<file path="src/rtl/spi_crc_pkg.sv">
package spi_crc_pkg;
  typedef enum logic [1:0] {SEQ_IDLE, SEQ_DATA, SEQ_CRC} seq_t;
  typedef enum logic {SH_IDLE, SH_RUN} shf_t;
endpackage

</file>
<file path="src/rtl/spi_crc_rst_sync.sv">
module spi_crc_rst_sync #(
  parameter int STAGES = 2
) (
  input  logic clk,
  input  logic rst_n,
  output logic rst_sn
);
  logic [STAGES-1:0] sync_q;

  always_ff @(posedge clk or negedge rst_n) begin
    if (!rst_n) sync_q <= '0;
    else        sync_q <= {sync_q[STAGES-2:0], 1'b1};
  end

  assign rst_sn = sync_q[STAGES-1];
endmodule

</file>
<file path="src/rtl/spi_crc_accum.sv">
module spi_crc_accum #(
  parameter int W = 16
) (
  input  logic         clk,
  input  logic         rst_n,
  input  logic         clr,
  input  logic         en,
  input  logic         bit_in,
  input  logic         wide,
  input  logic [W-1:0] poly,
  output logic [W-1:0] acc
);
  localparam int HW = W / 2;

  logic [W-1:0] acc_q, acc_d, mask, shl;
  logic         top, fb;

  always_comb begin
    mask  = wide ? {W{1'b1}} : {{(W-HW){1'b0}}, {HW{1'b1}}};
    top   = wide ? acc_q[W-1] : acc_q[HW-1];
    fb    = bit_in ^ top;
    shl   = {acc_q[W-2:0], 1'b0} ^ (fb ? poly : {W{1'b0}});
    acc_d = acc_q;
    if (clr)     acc_d = '0;
    else if (en) acc_d = shl & mask;
  end

  always_ff @(posedge clk or negedge rst_n) begin
    if (!rst_n) acc_q <= '0;
    else        acc_q <= acc_d;
  end

  assign acc = acc_q;
endmodule

</file>
<file path="src/rtl/spi_crc_shifter.sv">
module spi_crc_shifter
  import spi_crc_pkg::*;
#(
  parameter int W    = 16,
  parameter int HALF = 2
) (
  input  logic         clk,
  input  logic         rst_n,
  input  logic         start,
  input  logic         wide,
  input  logic [W-1:0] load,
  input  logic         miso,
  output logic         sck,
  output logic         mosi,
  output logic         bit_stb,
  output logic         done,
  output logic [W-1:0] rx_word
);
  localparam int HW  = W / 2;
  localparam int CW  = (HALF > 1) ? $clog2(HALF) : 1;
  localparam int BCW = $clog2(W);
  localparam logic [CW-1:0]  DIV_END = CW'(HALF - 1);
  localparam logic [BCW-1:0] LAST_W  = BCW'(W - 1);
  localparam logic [BCW-1:0] LAST_H  = BCW'(HW - 1);

  shf_t           st_q, st_d;
  logic [CW-1:0]  div_q, div_d;
  logic [BCW-1:0] cnt_q, cnt_d;
  logic [W-1:0]   tsr_q, tsr_d, rsr_q, rsr_d;
  logic           sck_q, sck_d, done_q, done_d, tick;
  logic [BCW-1:0] last_idx;

  assign tick     = (div_q == DIV_END);
  assign last_idx = wide ? LAST_W : LAST_H;

  always_comb begin
    st_d   = st_q;
    div_d  = div_q;
    cnt_d  = cnt_q;
    tsr_d  = tsr_q;
    rsr_d  = rsr_q;
    sck_d  = sck_q;
    done_d = 1'b0;
    case (st_q)
      SH_IDLE: begin
        if (start) begin
          st_d  = SH_RUN;
          tsr_d = load;
          rsr_d = '0;
          cnt_d = '0;
          div_d = '0;
          sck_d = 1'b0;
        end
      end
      default: begin
        div_d = tick ? '0 : div_q + CW'(1);
        if (tick) begin
          sck_d = ~sck_q;
          if (!sck_q) begin
            rsr_d = {rsr_q[W-2:0], miso};
          end else if (cnt_q == last_idx) begin
            st_d   = SH_IDLE;
            done_d = 1'b1;
          end else begin
            cnt_d = cnt_q + BCW'(1);
            tsr_d = {tsr_q[W-2:0], 1'b0};
          end
        end
      end
    endcase
  end

  always_ff @(posedge clk or negedge rst_n) begin
    if (!rst_n) begin
      st_q   <= SH_IDLE;
      div_q  <= '0;
      cnt_q  <= '0;
      tsr_q  <= '0;
      rsr_q  <= '0;
      sck_q  <= 1'b0;
      done_q <= 1'b0;
    end else begin
      st_q   <= st_d;
      div_q  <= div_d;
      cnt_q  <= cnt_d;
      tsr_q  <= tsr_d;
      rsr_q  <= rsr_d;
      sck_q  <= sck_d;
      done_q <= done_d;
    end
  end

  assign sck     = sck_q;
  assign mosi    = wide ? tsr_q[W-1] : tsr_q[HW-1];
  assign bit_stb = (st_q == SH_RUN) && tick && !sck_q;
  assign done    = done_q;
  assign rx_word = rsr_q;
endmodule

</file>
<file path="src/rtl/spi_crc_master.sv">
module spi_crc_master
  import spi_crc_pkg::*;
#(
  parameter int FRAME_W  = 16,
  parameter int HALF_DIV = 2
) (
  input  logic               clk,
  input  logic               rst_n,
  input  logic               poly_we,
  input  logic [FRAME_W-1:0] poly_wdata,
  input  logic               ctrl_we,
  input  logic               ctrl_crc_en,
  input  logic               ctrl_frame16,
  input  logic               ctrl_err_ie,
  input  logic               err_clr_we,
  input  logic               err_clr,
  input  logic               tx_valid,
  input  logic [FRAME_W-1:0] tx_data,
  input  logic               tx_last,
  output logic               tx_ready,
  output logic               rx_valid,
  output logic [FRAME_W-1:0] rx_data,
  output logic               crc_pend,
  output logic               crc_err,
  output logic               irq,
  output logic               sck,
  output logic               mosi,
  input  logic               miso
);
  localparam int HW = FRAME_W / 2;

  logic               rst_sn;
  seq_t               st_q, st_d;
  logic [FRAME_W-1:0] poly_q, poly_d, rxd_q, rxd_d;
  logic               crc_en_q, crc_en_d, wide_q, wide_d, ie_q, ie_d;
  logic               err_q, err_d, pend_q, pend_d, rxv_q, rxv_d;
  logic               accept, go_crc, sh_start, sh_bit, sh_done;
  logic [FRAME_W-1:0] sh_load, sh_rx, tx_masked;
  logic               crc_clr, crc_upd;
  logic [1:0]         acc_bit;
  logic [FRAME_W-1:0] acc_val [2];

  spi_crc_rst_sync #(.STAGES(2)) u_rst (
    .clk(clk), .rst_n(rst_n), .rst_sn(rst_sn)
  );

  assign accept    = (st_q == SEQ_IDLE) && tx_valid;
  assign go_crc    = (st_q == SEQ_DATA) && sh_done && pend_q;
  assign sh_start  = accept || go_crc;
  assign tx_masked = wide_q ? tx_data : {{(FRAME_W-HW){1'b0}}, tx_data[HW-1:0]};
  assign sh_load   = go_crc ? acc_val[0] : tx_masked;
  assign crc_upd   = sh_bit && crc_en_q && (st_q == SEQ_DATA);
  assign crc_clr   = ctrl_we && ctrl_crc_en && !crc_en_q;

  spi_crc_shifter #(.W(FRAME_W), .HALF(HALF_DIV)) u_shf (
    .clk(clk), .rst_n(rst_sn), .start(sh_start), .wide(wide_q),
    .load(sh_load), .miso(miso), .sck(sck), .mosi(mosi),
    .bit_stb(sh_bit), .done(sh_done), .rx_word(sh_rx)
  );

  assign acc_bit[0] = mosi;
  assign acc_bit[1] = miso;

  for (genvar g = 0; g < 2; g++) begin : g_acc
    spi_crc_accum #(.W(FRAME_W)) u_acc (
      .clk(clk), .rst_n(rst_sn), .clr(crc_clr), .en(crc_upd),
      .bit_in(acc_bit[g]), .wide(wide_q), .poly(poly_q), .acc(acc_val[g])
    );
  end

  always_comb begin
    st_d     = st_q;
    poly_d   = poly_q;
    crc_en_d = crc_en_q;
    wide_d   = wide_q;
    ie_d     = ie_q;
    err_d    = err_q;
    pend_d   = pend_q;
    rxv_d    = 1'b0;
    rxd_d    = rxd_q;

    if (poly_we) poly_d = poly_wdata;
    if (ctrl_we) begin
      crc_en_d = ctrl_crc_en;
      ie_d     = ctrl_err_ie;
      if ((st_q == SEQ_IDLE) && !accept) wide_d = ctrl_frame16;
    end
    if (err_clr_we && err_clr) err_d = 1'b0;

    case (st_q)
      SEQ_IDLE: begin
        if (accept) begin
          st_d   = SEQ_DATA;
          pend_d = tx_last && crc_en_q;
        end
      end
      SEQ_DATA: begin
        if (sh_done) begin
          rxv_d = 1'b1;
          rxd_d = sh_rx;
          st_d  = pend_q ? SEQ_CRC : SEQ_IDLE;
        end
      end
      default: begin
        if (sh_done) begin
          st_d   = SEQ_IDLE;
          pend_d = 1'b0;
          if (sh_rx != acc_val[1]) err_d = 1'b1;
        end
      end
    endcase
  end

  always_ff @(posedge clk or negedge rst_sn) begin
    if (!rst_sn) begin
      st_q     <= SEQ_IDLE;
      poly_q   <= '0;
      crc_en_q <= 1'b0;
      wide_q   <= 1'b0;
      ie_q     <= 1'b0;
      err_q    <= 1'b0;
      pend_q   <= 1'b0;
      rxv_q    <= 1'b0;
      rxd_q    <= '0;
    end else begin
      st_q     <= st_d;
      poly_q   <= poly_d;
      crc_en_q <= crc_en_d;
      wide_q   <= wide_d;
      ie_q     <= ie_d;
      err_q    <= err_d;
      pend_q   <= pend_d;
      rxv_q    <= rxv_d;
      rxd_q    <= rxd_d;
    end
  end

  assign tx_ready = (st_q == SEQ_IDLE);
  assign rx_valid = rxv_q;
  assign rx_data  = rxd_q;
  assign crc_pend = pend_q;
  assign crc_err  = err_q;
  assign irq      = err_q && ie_q;
endmodule

</file>
<file path="config.mk">
export PLATFORM = sky130hd
export DESIGN_NAME = spi_crc_master
export DESIGN_NICKNAME = d
export VERILOG_FILES = /design/src/rtl/spi_crc_pkg.sv /design/src/rtl/spi_crc_rst_sync.sv /design/src/rtl/spi_crc_accum.sv /design/src/rtl/spi_crc_shifter.sv /design/src/rtl/spi_crc_master.sv
export SDC_FILE = /design/constraint.sdc
export NUM_CORES = 1
export LEC_CHECK = 0
export CORE_MARGIN = 4
export CORE_UTILIZATION = 29
export CTS_CLUSTER_DIAMETER = 150
export DETAILED_ROUTE_END_ITERATION = 10
export GPL_ROUTABILITY_DRIVEN = 0
export HOLD_SLACK_MARGIN = 0.05
export PLACE_DENSITY = 0.52
export SYNTH_ARGS = -nofsm -noshare
export SYNTH_HDL_FRONTEND = slang
export SYNTH_SLANG_ARGS = --single-unit
</file>
<file path="constraint.sdc">
create_clock -name clk -period 3.9 [get_ports clk]
set_clock_uncertainty 0.1 [all_clocks]
set_input_delay 0.78 -clock clk [delete_from_list [all_inputs] [get_ports clk]]
set_output_delay 0.78 -clock clk [all_outputs]
set_load 0.03 [all_outputs]
</file>
==> metrics.md <==
| Metric | Value |
|---|---|
| Status | `complete, no violations` |
| DIE WIDTH | `~150 um` |
| CP max stage delay | `0.59 ns` |
| CP Data Arrival Time | `approximately 1.9 ns` |
| Largest net degree at the start of global routing | `48` |
| Syn Std Cell Area | `0.00566 sq mm` |
| Share of synthesized flip-flops with an asynchronous set or reset | `100%` |
| Clock buffer depth | `2` |
| Slew Limit Headroom | `a little over a third` |
| Hpwl dp | `9.78 mm` |
| CP max FO | `13` |
| Main flop type after synthesis | `dfrtp_1` |
| CTS H-tree lvls | `4` |
| # DRC | `0` |
| Max Clock Freq | `356 MHz` |
| CTS tree | `built` |
| Area share of the largest cell type after synthesis | `50.4%` |
| Pins Over Slew Limit | `0` |
| EDFF count, synth | `0` |
| Syn_area_per_cell | `10.5 sq um` |
| RSZ-0062 raised after global routing | `false` |
| Fin crit share | `72.1%` |
| Vias in the first global route | `~4,300` |
| Worst-skew pair later-pin latency | `0.41 ns` |
| Cell Chain, Critical Path | `buf_4, mux2i_1, inv_1, clkdlybuf4s50_1` |
| Kind of critical path | `reg -> out` |
| Yosys cell types | `40` |
| Most numerous cell in the Yosys netlist | `dfrtp_1` |
| CTS Root Cell | `clkbuf_16` |
| Syn nets | `about 580` |
| Num Clock Sinks | `114` |
| Nets | `645` |
| Count of cells resized by post-cts repair | `0` |
| Area of the core | `0.0190 sq mm` |
| Die ar. | `roughly 0.022 sq mm` |
| Setup Total Neg Slack | `0 ns` |
| Postcts setup bufs | `0` |
| Number of DRC markers in iteration 0 | `311` |
| Max_cap viols | `0` |
| Ant diodes | `0` |
| CTS Hold Bufs | `0` |
| Startpoint types | `flip-flop` |
| Post-synth top cells | `dfrtp_1, nand2_1, mux2_2, o21ai_0, and2_1` |
| CP required | `3.02 ns` |
| Ys Warns | `0` |
| Worst-path clk slew | `0.05 ns` |
| Total CTS buffers | `17` |
| Hold depth | `0` |
| Final min period | `2.81 ns` |
| Cells after synthesis | `537` |
| First-pass GRT wire length | `23.1 mm` |
| R2R cell count | `6` |
| Pleak | `3.12 nW` |
| Grt ovf | `0` |
| Area delta synth->final | `27.3%` |
| GRT Overall Usage | `13.3%` |
| Worst setup EP type | `primary output` |
| Final Hold Viols | `0` |
| Power Dens Cells | `642 mW/mm^2` |
| Ratio of cells with drive above 1 in the final layout | `16.0%` |
| Synth area leader | `dfrtp_1` |
| WL final | `13.9 mm` |
| Final setup vio count | `0` |
| Starting Density | `29.8%` |
| Worst Hold Slack | `approximately 0.25 ns` |
| Rows | `50` |
| Worst hold path class | `reg -> reg` |
| Post-DRT Antenna Nets | `0` |
| I/O Buffers | `66` |
| Initial antenna violation count | `0` |
| Vias | `4,188` |
| Post-synthesis sequential area ratio | `50.4%` |
| Ports | `67` |
| Vias/cell | `4.80` |
| CP max-delay cell | `clkdlybuf4s50_1` |
| Number of synthesized register bits | `114` |
| Chip height | `~150 um` |
| Slew @ Worst Pin | `0.964 ns` |
| First drt pass iteration count | `4` |
| Routed len/inst | `around 16 um` |
| VDD IR max | `0.000299 V` |
| Top post-synthesis cells by area | `dfrtp_1, mux2_2, nand2_1, o21ai_0, mux2i_1` |
cell usage in the layout (no fill, tap or decap), types with 16 or more instances in the layout:
cell type and n:
dfrtp_1 113, nand2_1 91, clkdlybuf4s50_1 66, o21ai_0 39
mux2_2 39, and2_1 25, nand3_1 22, inv_1 21
xnor2_1 19, mux2i_1 18, nand4b_1 17, clkbuf_16 17
o211ai_1 16
routing by layer:
metal / up-vias / track usage [%] / routed length [um]
met1: 2080 / 18.2 / 6660
met5: - / 0 / 0
met4: 0 / 3.54 / 80
met3: 6 / 4.11 / 706
li1: 2015 / - / -
met2: 87 / 20.4 / 6460
path summary, 6_finish.rpt:
path / from / endpoint / slack [ns]
setup / recovery: wide_q / mosi / 1.09
hold / removal: u_rst.sync_q[0] / u_rst.sync_q[1] / 0.25
setup reg to reg: wide_q / u_shf.tsr_q[2] / 1.80
hold reg to reg: u_rst.sync_q[0] / u_rst.sync_q[1] / 0.25
max in group asynchronous: u_rst.sync_q[1] / u_shf.rx_word[5] / 2.50
min in group asynchronous: u_rst.sync_q[1] / rx_data[1] / 0.26
kinds of logic (layout without fill, tap and decap cells):
kind of cell | count (synthesis) | count (layout) | synth area share [%]
muxes | 67 | 67 | 13.6
other | 1 | 1 | 0.0663
and+or+nand+nor | 191 | 191 | 17.4
xor gates and xnor gates | 22 | 22 | 3.74
buffers and inverters | 54 | 130 | 4.36
AOI/OAI and AO/OA | 87 | 87 | 10.2
adders and majority gates | 1 | 1 | 0.221
DFF | 114 | 114 | 50.4
flip-flops by register name (all words and copies together) (netlist names):
| name | count |
|---|---|
| crc_pend | 1 |
| ie_q | 1 |
| wide_q | 1 |
| u_shf.st_q | 1 |
| u_shf.done | 1 |
| u_shf.div_q | 1 |
| st_q | 2 |
| crc_err | 1 |
| u_shf.rx_word | 16 |
| poly_q | 16 |
| rx_valid | 1 |
| u_shf.tsr_q | 16 |
| g_acc.u_acc.acc | 32 |
| crc_en_q | 1 |
| rx_data | 16 |
| u_rst.sync_q | 2 |
| u_shf.sck | 1 |
| u_shf.cnt_q | 4 |
per-stage QoR:
stage               power (mW)  util, %  std cells  instance area [sq um]  setup WS, ns
CTS                       4.68     38.0        873                   7200          1.03
global route              4.92     38.0        873                   7200         0.949
finish                    4.62     38.0        873                   7200          1.09
floorplan                 2.66        -        537                   5660         0.389
detailed placement        3.00     34.7        841                   6580          1.06
global placement          2.95     34.7        841                   6580          1.09
worst max-delay path, delay by kind of cell (launching register included):
family	cells	cell delay [ns]
mux	1	0.31
flops	1	0.33
buf+inv	3	0.88
power breakdown:
group	internal, mW	switching, mW	total, mW
Combinational	0.587	0.648	1.23
Clock	1.11	0.541	1.66
Sequential	1.45	0.285	1.73
Total	3.15	1.47	4.62
layout make-up:
class                   instances  area, sq um
clock buffers                  22          474
clock inverters                10          155
fillers                      1850        11800
inverters                      21         78.8
multi-input cells             369         2570
flip-flops and latches        114         2860
well taps                     260          325
repair buffers                 77          743
(Power assumes the default switching activity.)
